## src/rtl/sdc_err_pkg.sv

```systemverilog
package sdc_err_pkg;

  localparam int DET_W = 10;
  localparam int SUM_W = 3;

  localparam int B_RSPLEN_N = 0;
  localparam int B_RSPLEN_A = 1;
  localparam int B_RDLEN    = 2;
  localparam int B_TOKLEN   = 3;
  localparam int B_RSPCRC_N = 4;
  localparam int B_RSPCRC_A = 5;
  localparam int B_RDCRC    = 6;
  localparam int B_TOKCRC   = 7;
  localparam int B_IDX_N    = 8;
  localparam int B_IDX_A    = 9;

  typedef enum logic [1:0] {
    RK_INDEXED = 2'd0,
    RK_LONG    = 2'd1,
    RK_BARE    = 2'd2,
    RK_INDEXED2 = 2'd3
  } rsp_kind_t;

  function automatic logic [7:0] rsp_len_expect(input logic [1:0] kind);
    return (kind == RK_LONG) ? 8'd136 : 8'd48;
  endfunction

  function automatic logic kind_checks_body(input logic [1:0] kind);
    return !(kind == RK_LONG || kind == RK_BARE);
  endfunction

  function automatic logic tok_pattern_ok(input logic [2:0] b);
    return b == 3'b010;
  endfunction

endpackage

```

## src/rtl/sdc_rsp_check.sv

```systemverilog
module sdc_rsp_check
  import sdc_err_pkg::*;
(
  input  logic       clk,
  input  logic       rst_n,
  input  logic       done,
  input  logic       auto_stop,
  input  logic [1:0] kind,
  input  logic [7:0] len,
  input  logic       end_bit,
  input  logic [5:0] idx_rx,
  input  logic [5:0] idx_tx,
  input  logic [6:0] crc_rx,
  input  logic [6:0] crc_calc,
  output logic       len_err_n,
  output logic       len_err_a,
  output logic       crc_err_n,
  output logic       crc_err_a,
  output logic       idx_err_n,
  output logic       idx_err_a
);

  logic len_bad, crc_bad, idx_bad, body_on;
  logic any_auto, any_norm;

  always_comb begin
    body_on = kind_checks_body(kind);
    len_bad = (len != rsp_len_expect(kind)) || !end_bit;
    crc_bad = body_on && (crc_rx != crc_calc);
    idx_bad = body_on && (idx_rx != idx_tx);
  end

  assign len_err_n = done && !auto_stop && len_bad;
  assign len_err_a = done &&  auto_stop && len_bad;
  assign crc_err_n = done && !auto_stop && crc_bad;
  assign crc_err_a = done &&  auto_stop && crc_bad;
  assign idx_err_n = done && !auto_stop && idx_bad;
  assign idx_err_a = done &&  auto_stop && idx_bad;

  assign any_auto = len_err_a | crc_err_a | idx_err_a;
  assign any_norm = len_err_n | crc_err_n | idx_err_n;

  p_split_r2: assert property (@(posedge clk) disable iff (!rst_n)
    $onehot0({any_auto, any_norm}));

  p_bare_skip_r4: assert property (@(posedge clk) disable iff (!rst_n)
    (done && (kind == RK_LONG || kind == RK_BARE)) |->
      !(idx_err_n || idx_err_a || crc_err_n || crc_err_a));

  p_idle_quiet_r11: assert property (@(posedge clk) disable iff (!rst_n)
    !done |-> !(any_auto || any_norm));

endmodule

```

## src/rtl/sdc_dat_check.sv

```systemverilog
module sdc_dat_check #(
  parameter int LANES = 4,
  parameter int BLK_W = 10,
  parameter int LEN_W = BLK_W + 4
) (
  input  logic                  clk,
  input  logic                  rst_n,
  input  logic                  done,
  input  logic                  wide,
  input  logic [BLK_W-1:0]      blk_bytes,
  input  logic [LEN_W-1:0]      len,
  input  logic [LANES-1:0]      end_bits,
  input  logic [LANES*16-1:0]   crc_rx,
  input  logic [LANES*16-1:0]   crc_calc,
  output logic                  len_err,
  output logic                  crc_err
);

  logic [LANES-1:0] lane_act, lane_crc_bad, lane_end_bad;
  logic [LEN_W-1:0] len_exp;

  function automatic logic [LEN_W-1:0] data_len_expect(
    input logic wide_m, input logic [BLK_W-1:0] nbytes);
    logic [LEN_W-1:0] bits;
    bits = LEN_W'(nbytes) << 3;
    if (wide_m) bits = bits / LEN_W'(LANES);
    return bits + LEN_W'(16);
  endfunction

  genvar g;
  generate
    for (g = 0; g < LANES; g++) begin : g_lane
      if (g == 0) begin : g_first
        assign lane_act[g] = 1'b1;
      end else begin : g_other
        assign lane_act[g] = wide;
      end
      assign lane_crc_bad[g] = lane_act[g] &&
        (crc_rx[g*16 +: 16] != crc_calc[g*16 +: 16]);
      assign lane_end_bad[g] = lane_act[g] && !end_bits[g];
    end
  endgenerate

  assign len_exp = data_len_expect(wide, blk_bytes);
  assign len_err = done && ((len != len_exp) || (|lane_end_bad));
  assign crc_err = done && (|lane_crc_bad);

  p_narrow_ok_r6: assert property (@(posedge clk) disable iff (!rst_n)
    (done && !wide && crc_rx[15:0] == crc_calc[15:0]) |-> !crc_err);

  p_quiet_r11: assert property (@(posedge clk) disable iff (!rst_n)
    !done |-> !(len_err || crc_err));

endmodule

```

## src/rtl/sdc_tok_check.sv

```systemverilog
module sdc_tok_check
  import sdc_err_pkg::*;
(
  input  logic       clk,
  input  logic       rst_n,
  input  logic       done,
  input  logic [2:0] len,
  input  logic       end_bit,
  input  logic [2:0] bits,
  output logic       len_err,
  output logic       crc_err
);

  assign len_err = done && ((len != 3'd3) || !end_bit);
  assign crc_err = done && !tok_pattern_ok(bits);

  p_good_pat_r7: assert property (@(posedge clk) disable iff (!rst_n)
    (done && bits == 3'b010) |-> !crc_err);

endmodule

```

## src/rtl/sdc_err_reg.sv

```systemverilog
module sdc_err_reg
  import sdc_err_pkg::*;
(
  input  logic             clk,
  input  logic             rst_n,
  input  logic             clr_evt,
  input  logic [DET_W-1:0] set_vec,
  input  logic [SUM_W-1:0] irq_en,
  output logic [DET_W-1:0] det_q,
  output logic [SUM_W-1:0] sum,
  output logic             irq
);

  logic [DET_W-1:0] det_d;

  always_comb begin
    if (clr_evt) det_d = set_vec;
    else         det_d = det_q | set_vec;
  end

  always_ff @(posedge clk or negedge rst_n) begin
    if (!rst_n) det_q <= '0;
    else        det_q <= det_d;
  end

  always_comb begin
    sum[0] = |det_q[B_TOKLEN:B_RSPLEN_N];
    sum[1] = |det_q[B_TOKCRC:B_RSPCRC_N];
    sum[2] = |det_q[B_IDX_A:B_IDX_N];
  end

  assign irq = |(sum & irq_en);

  p_sticky_r9: assert property (@(posedge clk) disable iff (!rst_n)
    !clr_evt |=> ((det_q & $past(det_q)) == $past(det_q)));

  p_clear_r10: assert property (@(posedge clk) disable iff (!rst_n)
    (clr_evt && set_vec == '0) |=> det_q == '0);

  p_new_wins_r10: assert property (@(posedge clk) disable iff (!rst_n)
    (set_vec != '0) |=> ((det_q & $past(set_vec)) == $past(set_vec)));

  p_irq_src_r8: assert property (@(posedge clk) disable iff (!rst_n)
    irq |-> (det_q != '0));

endmodule

```

## src/rtl/sdc_frame_err.sv

```systemverilog
module sdc_frame_err
  import sdc_err_pkg::*;
#(
  parameter int LANES = 4,
  parameter int BLK_W = 10,
  parameter int LEN_W = BLK_W + 4
) (
  input  logic                 clk,
  input  logic                 rst_n,
  input  logic                 core_run,
  input  logic                 cmd_wr,
  input  logic [5:0]           cmd_idx,
  input  logic                 rsp_done,
  input  logic                 rsp_auto,
  input  logic [1:0]           rsp_kind,
  input  logic [7:0]           rsp_len,
  input  logic                 rsp_end,
  input  logic [5:0]           rsp_idx,
  input  logic [6:0]           rsp_crc_rx,
  input  logic [6:0]           rsp_crc_calc,
  input  logic                 rd_done,
  input  logic                 rd_wide,
  input  logic [BLK_W-1:0]     rd_blk_bytes,
  input  logic [LEN_W-1:0]     rd_len,
  input  logic [LANES-1:0]     rd_end,
  input  logic [LANES*16-1:0]  rd_crc_rx,
  input  logic [LANES*16-1:0]  rd_crc_calc,
  input  logic                 tok_done,
  input  logic [2:0]           tok_len,
  input  logic                 tok_end,
  input  logic [2:0]           tok_bits,
  input  logic [2:0]           irq_en,
  output logic [9:0]           err_detail,
  output logic [2:0]           err_sum,
  output logic                 irq
);

  logic rsp_len_n, rsp_len_a, rsp_crc_n, rsp_crc_a, rsp_idx_n, rsp_idx_a;
  logic rd_len_e, rd_crc_e, tok_len_e, tok_crc_e;
  logic clr_evt;
  logic [DET_W-1:0] set_vec;

  sdc_rsp_check u_rsp (
    .clk(clk), .rst_n(rst_n), .done(rsp_done), .auto_stop(rsp_auto),
    .kind(rsp_kind), .len(rsp_len), .end_bit(rsp_end), .idx_rx(rsp_idx),
    .idx_tx(cmd_idx), .crc_rx(rsp_crc_rx), .crc_calc(rsp_crc_calc),
    .len_err_n(rsp_len_n), .len_err_a(rsp_len_a),
    .crc_err_n(rsp_crc_n), .crc_err_a(rsp_crc_a),
    .idx_err_n(rsp_idx_n), .idx_err_a(rsp_idx_a)
  );

  sdc_dat_check #(.LANES(LANES), .BLK_W(BLK_W), .LEN_W(LEN_W)) u_dat (
    .clk(clk), .rst_n(rst_n), .done(rd_done), .wide(rd_wide),
    .blk_bytes(rd_blk_bytes), .len(rd_len), .end_bits(rd_end),
    .crc_rx(rd_crc_rx), .crc_calc(rd_crc_calc),
    .len_err(rd_len_e), .crc_err(rd_crc_e)
  );

  sdc_tok_check u_tok (
    .clk(clk), .rst_n(rst_n), .done(tok_done), .len(tok_len),
    .end_bit(tok_end), .bits(tok_bits),
    .len_err(tok_len_e), .crc_err(tok_crc_e)
  );

  always_comb begin
    set_vec             = '0;
    set_vec[B_RSPLEN_N] = rsp_len_n;
    set_vec[B_RSPLEN_A] = rsp_len_a;
    set_vec[B_RDLEN]    = rd_len_e;
    set_vec[B_TOKLEN]   = tok_len_e;
    set_vec[B_RSPCRC_N] = rsp_crc_n;
    set_vec[B_RSPCRC_A] = rsp_crc_a;
    set_vec[B_RDCRC]    = rd_crc_e;
    set_vec[B_TOKCRC]   = tok_crc_e;
    set_vec[B_IDX_N]    = rsp_idx_n;
    set_vec[B_IDX_A]    = rsp_idx_a;
  end

  assign clr_evt = cmd_wr || !core_run;

  sdc_err_reg u_reg (
    .clk(clk), .rst_n(rst_n), .clr_evt(clr_evt), .set_vec(set_vec),
    .irq_en(irq_en), .det_q(err_detail), .sum(err_sum), .irq(irq)
  );

  p_halt_clear_r10: assert property (@(posedge clk) disable iff (!rst_n)
    (!core_run && !rsp_done && !rd_done && !tok_done) |=> err_detail == '0);

endmodule

```

## config.mk

```make
export PLATFORM = sky130hd
export DESIGN_NAME = sdc_frame_err
export DESIGN_NICKNAME = d
export VERILOG_FILES = /design/src/rtl/sdc_err_pkg.sv /design/src/rtl/sdc_rsp_check.sv /design/src/rtl/sdc_dat_check.sv /design/src/rtl/sdc_tok_check.sv /design/src/rtl/sdc_err_reg.sv /design/src/rtl/sdc_frame_err.sv
export SDC_FILE = /design/constraint.sdc
export NUM_CORES = 1
export LEC_CHECK = 0
export BUFFER_PORTS_ARGS = -buffer_cell sky130_fd_sc_hd__buf_4
export CAP_MARGIN = 15
export CORE_AREA = 4 4 86 88
export DETAILED_ROUTE_END_ITERATION = 12
export DIE_AREA = 0 0 90 92
export PLACE_DENSITY = 0.73
export REMOVE_ABC_BUFFERS = 1
export SYNTH_ARGS = -nofsm -noshare
export SYNTH_HDL_FRONTEND = slang
export SYNTH_SLANG_ARGS = --single-unit
```

## constraint.sdc

```tcl
create_clock -name clk -period 3.1 [get_ports clk]
set_input_delay 0.31 -clock clk [delete_from_list [all_inputs] [get_ports clk]]
set_output_delay 0.31 -clock clk [all_outputs]
set_load 0.005 [all_outputs]
```

Yosys cells after proc, flatten, opt, wreduce, memory -nomap -nowiden
Cells that the tools add are included.

Register bits after elaboration: 10. Bits of input ports: 212. Output and inout port bits: 14. Logic and storage cells: 60.

Add/sub/neg operators: 1. Equality and inequality tests: 12. Multiplexer cells: 3. Bitwise gates (word level): 2. Reductions and logical operators: 41.

Operator list (number): 16-bit != test (4); 1-bit logical AND (20); 4-bit OR reduction (4); 14-bit by 5-bit adder with 14-bit output (second input constant) (1); 14-bit != test (1); 13-bit two-way mux (1); 1-bit zero test (10); 10-bit two-way mux (1); 10-bit OR (1); 8-bit two-way mux (1); 8-bit != test (1); 7-bit != test (1); 6-bit != test (1); 1-bit logical OR (5); 3-bit bitwise AND (1); 3-bit by 2-bit == test with 1-bit output (second input constant) (1); 3-bit by 2-bit != test with 1-bit output (second input constant) (1); 3-bit OR reduction (1); 2-bit by 1-bit == test with 1-bit output (second input constant) (1); 2-bit == test (second input constant) (1); 2-bit OR reduction (1).

Longest topological paths before layout
Depth after elaboration: 7. Mapped depth: 9. Gate-level depth less buffers: 7.

Cells and area by module
Synthesis repeated with hierarchy kept, for this count alone.

Cells, all modules: 214. Area, all modules: 1849.3 um^2.

By module, submodules not included: sdc_dat_check (instances 1, cells each 149, area each 1191.1 um^2, seq. area each 0.0 um^2); sdc_err_reg (instances 1, cells each 26, area each 372.9 um^2, seq. area each 250.2 um^2); sdc_rsp_check (instances 1, cells each 34, area each 252.7 um^2, seq. area each 0.0 um^2); sdc_tok_check (instances 1, cells each 4, area each 26.3 um^2, seq. area each 0.0 um^2); sdc_frame_err (instances 1, cells each 1, area each 6.3 um^2, seq. area each 0.0 um^2).

Worst setup path before layout
OpenSTA, ideal clock, no wires.

Path kind: input-to-reg. Start point: in rd_wide. End point: reg u_reg.det_q[2]. Library setup time: 133 ps. Arrival time: 1906 ps. Data required time: 2967 ps. Slack: 1060 ps. Stages on the path: 9. Buffers on the path: 2. Cell sequence: buf_6 buf_8 mux2_2 ha_1 xor2_1 a211oi_2 nand4b_1 nor4_1 a31oi_1.

Longest elaborated chain between the ends: 7. Elaborated cells between the ends (all ways): 11. Those cells by class: add/sub: 1; eq/ne: 1; mux: 2; bitwise: 1; reduce/logical: 6.

Ends and longest elaborated chain: from (decl) (line sdc_frame_err.sv:22) `input logic rd_wide,`; 13-bit two-way mux (line sdc_dat_check.sv:26) `if (wide_m) bits = bits / LEN_W'(LANES);`; 14-bit by 5-bit adder with 14-bit output (line sdc_dat_check.sv:27) `return bits + LEN_W'(16);`; 14-bit != test (line sdc_dat_check.sv:45) `assign len_err = done && ((len != len_exp) || (|lane_end_bad));`; 1-bit logical OR * (line sdc_dat_check.sv:45); 1-bit logical AND * (line sdc_dat_check.sv:45); 10-bit OR (line sdc_err_reg.sv:18) `else det_d = det_q | set_vec;`; 10-bit two-way mux * (line sdc_err_reg.sv:17) `if (clr_evt) det_d = set_vec;`; via u_reg.det_d[2] (line sdc_err_reg.sv:14) `logic [DET_W-1:0] det_d;`; to (signal assigned) (line sdc_err_reg.sv:23) `else det_q <= det_d;`; to (decl) (line sdc_err_reg.sv:9) `output logic [DET_W-1:0] det_q,`.

Mark *: on every way through the listed nets, which the timed path passes. The rest lies on a longest branch.

Worst setup path after layout
Ends and elaborated chain as after synthesis.

==> results.md <==
- The number of max-capacitance violations reported is 0.
- The final weighted congestion of routability-driven global placement is 0.863.
- In the post-synthesis netlist, the cell with the most instances is sky130_fd_sc_hd__xor2_1.
- The total non-filler cell area in the finished layout is 0.00363 mm2.
- After the first detailed-routing iteration, the DRC count stood at 34.
- TritonCTS built the clock tree.
- The synthesized area per cell is 8.32 um2.
- The endpoint of the most critical register-to-register path is u_reg.det_q[2].
- Based on the critical path, the design can be clocked at up to 485 MHz.
- The commonest cells after synthesis are sky130_fd_sc_hd__xor2_1, sky130_fd_sc_hd__nor4_1, sky130_fd_sc_hd__xnor2_1.
- The summed instance area of the synthesized netlist is 0.00182 mm2.
- The peak supply drop is 116 uV.
- 226 I/O pins were placed.
- The number of hold violations in the final report is 0.
- The category of the worst setup path launch point is a primary input.
- The routed layout has 2500 vias.
- The worst-margin pin slew is 856 ps.
- The count of buffers added on input and output ports is 225.
- At the later pin of the worst-skew pair, clock insertion delay measures 230 ps.
- The share of synthesized registers carrying an async set or reset is 100%.
- In this run the core area contains 30 standard-cell rows.
- After clock tree synthesis, the clock-pin slew on the worst setup and hold paths is 40 ps.
- Cell internal power was estimated by the tool at 502 uW.
- The highest fanout seen on the critical path is 21.
- In this run the power density over the cells is 195 mW/mm2.
- The DRC violations left is 0.
- The required arrival time at the worst endpoint is 3200 ps.
- Setup repair after global routing left no endpoint under its margin.
- Cells fill 54.7% of the core in the end.
- The post-layout total power is 710 uW.
- Measured against its own limit, the worst slew margin works out to 42.8%.
- The total clock buffers created by CTS is 3.
- The overall routing resource usage is 17.3%.
- The tightest hold path in the finished design has a slack of 327 ps.
- The number of max-slew violations in the final report is 0.
- The area of the die is 0.00828 mm2.
- The total grt overflow is 0.
- The number of fillers in the final layout is 651.
- The number of detailed-routing iterations run before antenna repair is 4.
- In the final layout, the registers with the most flip-flops are u_reg.det_q x10.
- The min-delay analysis places its worst path in the category in -> reg.
- The run finished with clean final reports.
- The part of the power in the clock network is 18.3%.
- The antenna cell count is 0.
- Setup violations remaining at the end of the flow were counted as 0.
- The area added between synthesis and finish is 99.4%.
- The number of synthesized flops with an enable pin is 0.
- The maximum number of buffers from clock root to sink is 2.
- The yosys synthesis warning count is 0.
- The worst flop-to-flop path startpoint is u_reg.det_q[2].
- The count of unique library cells instantiated by Yosys is 37.
- The register share of total power is 21.0%.
- The cell count after synthesis is 219.
- The share of the clock period used by the worst path after layout is 66.6%.
- The area share of the leading cell type in the synthesized netlist is 35.6%.
- The register containing the most flip-flops in the final layout is u_reg.det_q.
- In the synthesized netlist the dominant register cell turns out to be sky130_fd_sc_hd__dfrtp_1.
- In this run the horizontal extent of the chip is 90 um.
- The via count of the first global-routing pass is 2586.
- The number of nets in the layout is 661.
- The first-pass GRT wire length is 11.7 mm.
- The cell type with the largest total area after synthesis is sky130_fd_sc_hd__xor2_1.
- STA classifies the critical path endpoint as a register.
- The total detailed-routing wirelength is 7.81 mm.
- The setup TNS is 0 ps.
- The average wire per cell in the routed design is 14.9 um.
- The start-to-end type of the worst setup path is in -> reg.
- The detail route stage leaves a number of antenna-violating nets equal to 0.
- Of the cells placed in the final design, the portion with a size suffix greater than 1 is 53.0%.
- The worst path needs 2060 ps of the cycle, external delays included.
- The hold path endpoint is u_reg.det_q[7].
- The analysis attributes to net switching a power of 207 uW.
- The worst hold path stage count is 2.
- The clock root buffer is sky130_fd_sc_hd__clkbuf_8.
- Data on the critical path arrives at its endpoint at 2160 ps.
- The slack of the worst reg-to-reg path is 1740 ps.
- In this run the static leakage power is 0.00181 uW.
- The number of register bits inferred by synthesis is 10.
- In this run the most critical hold path is launched from tok_done.
- The initial cell density of the core is 27.4%.
- The combinational fraction of design power is 60.7%.
- The number of cell instances on the worst register-to-register path is 4.
- The register with the most flip-flops in the layout has 10 of them.
- The core region is 0.00664 mm2.
- Post-CTS repair changed the size of 0 cells.
- The number of antenna violations at the first check in global routing was 0.
- The H-tree level count is 1.
- The instance area after placement is 0.00358 mm2.
- The number of clock sinks is 10.
- Yosys attributes the largest share of cell area to sky130_fd_sc_hd__xor2_1, sky130_fd_sc_hd__dfrtp_1, sky130_fd_sc_hd__xnor2_1, sky130_fd_sc_hd__nor4_1, sky130_fd_sc_hd__nand4_1.
- The detailed-route vias per instance is 4.76.
- The HPWL after detailed placement is 7.26 mm.
- The die is 92 um tall.
- The sequential element share of the synthesized area is 13.7%.
- Entering global routing, the biggest net connects 22 pins.
- The switching share of power is 29.2%.
- The clock skew is 0 ps.
-- metal layers --
layer / track usage [%] / wire [um] / vias up
met2: 35.0 / 4270 / 135
met4: 4.72 / 171 / 0
met1: 16.4 / 2580 / 1110
li1: - / - / 1243
met5: 0 / 0 / -
met3: 5.99 / 790 / 12
-- timing repair --
| item | 4_1_cts | 5_1_grt |
|---|---|---|
| buffers inserted | 0 | 0 |
| hold endpoints to repair | 10 | 0 |
| hold buffers | 1 | 0 |
-- layout by cell type (no fill, tap or decap), drive strengths merged, types with 5 or more instances in the layout --
cell type / n
nand3: 5
nand2: 16
nand4: 10
nor4: 19
mux2i: 6
xnor2: 17
o21ai: 12
nor2b: 6
dfrtp: 10
xor2: 74
buf: 225
-- worst max path at each step --
stage	start	to	slack, ps	cells past startpoint
after CTS	rd_wide	u_reg.det_q[2]	990	8
after global placement	rd_wide	u_reg.det_q[2]	870	8
after detailed placement	rd_wide	u_reg.det_q[2]	750	8
after floorplan	rd_wide	u_reg.det_q[2]	1280	7
final	rd_wide	u_reg.det_q[2]	1040	8
after global routing	rd_wide	u_reg.det_q[2]	950	8
-- cell type report --
type                    instances  area, um2  share of cell area, %
well taps                      80        100                   2.76
repair buffers                226       1700                   46.8
inverters                       1       3.75                  0.103
multi-input cells             205       1540                   42.3
clock buffers                   3       41.3                   1.14
flip-flops and latches         10        250                   6.89
-- metrics by stage --
step                      cells  setup slack, ps
after floorplan             216             1280
after global placement      521              867
after detailed placement    521              752
after CTS                   525              986
after global routing        525              948
final                       525             1040
-- worst max-delay path, stage by stage --
cell and delay [ps]:
sky130_fd_sc_hd__buf_4 230, sky130_fd_sc_hd__mux2_2 400, sky130_fd_sc_hd__ha_1 310, sky130_fd_sc_hd__xor2_1 170
sky130_fd_sc_hd__a211oi_2 150, sky130_fd_sc_hd__nand4b_1 130, sky130_fd_sc_hd__nor4_1 320, sky130_fd_sc_hd__a31oi_1 130
-- power groups by stage --
| stage | Clock (uW) | Combinational, uW | Sequential [uW] |
|---|---|---|---|
| 4_1_cts | 133 | 436 | 149 |
| 2_1_floorplan | 0 | 148 | 150 |
| 6_report | 130 | 431 | 149 |
| 3_3_place_gp | 0 | 427 | 151 |
| 5_1_grt | 140 | 468 | 150 |
| 3_5_place_dp | 0 | 434 | 151 |
-- cells by family (layout without fill, tap and decap cells) --
logic type	Yosys count	count (layout)	share of synthesized area (%)
flip-flops	10	10	13.7
AO/OA/AOI/OAI	29	29	10.4
buffers and inverters	4	230	1.85
XOR/XNOR	91	91	43.7
multiplexers	9	9	5.36
AND/OR/NAND/NOR	74	74	23.5
adder cells (fa/ha/maj)	2	2	1.37
Note: power is estimated with default switching activity, not from simulation.
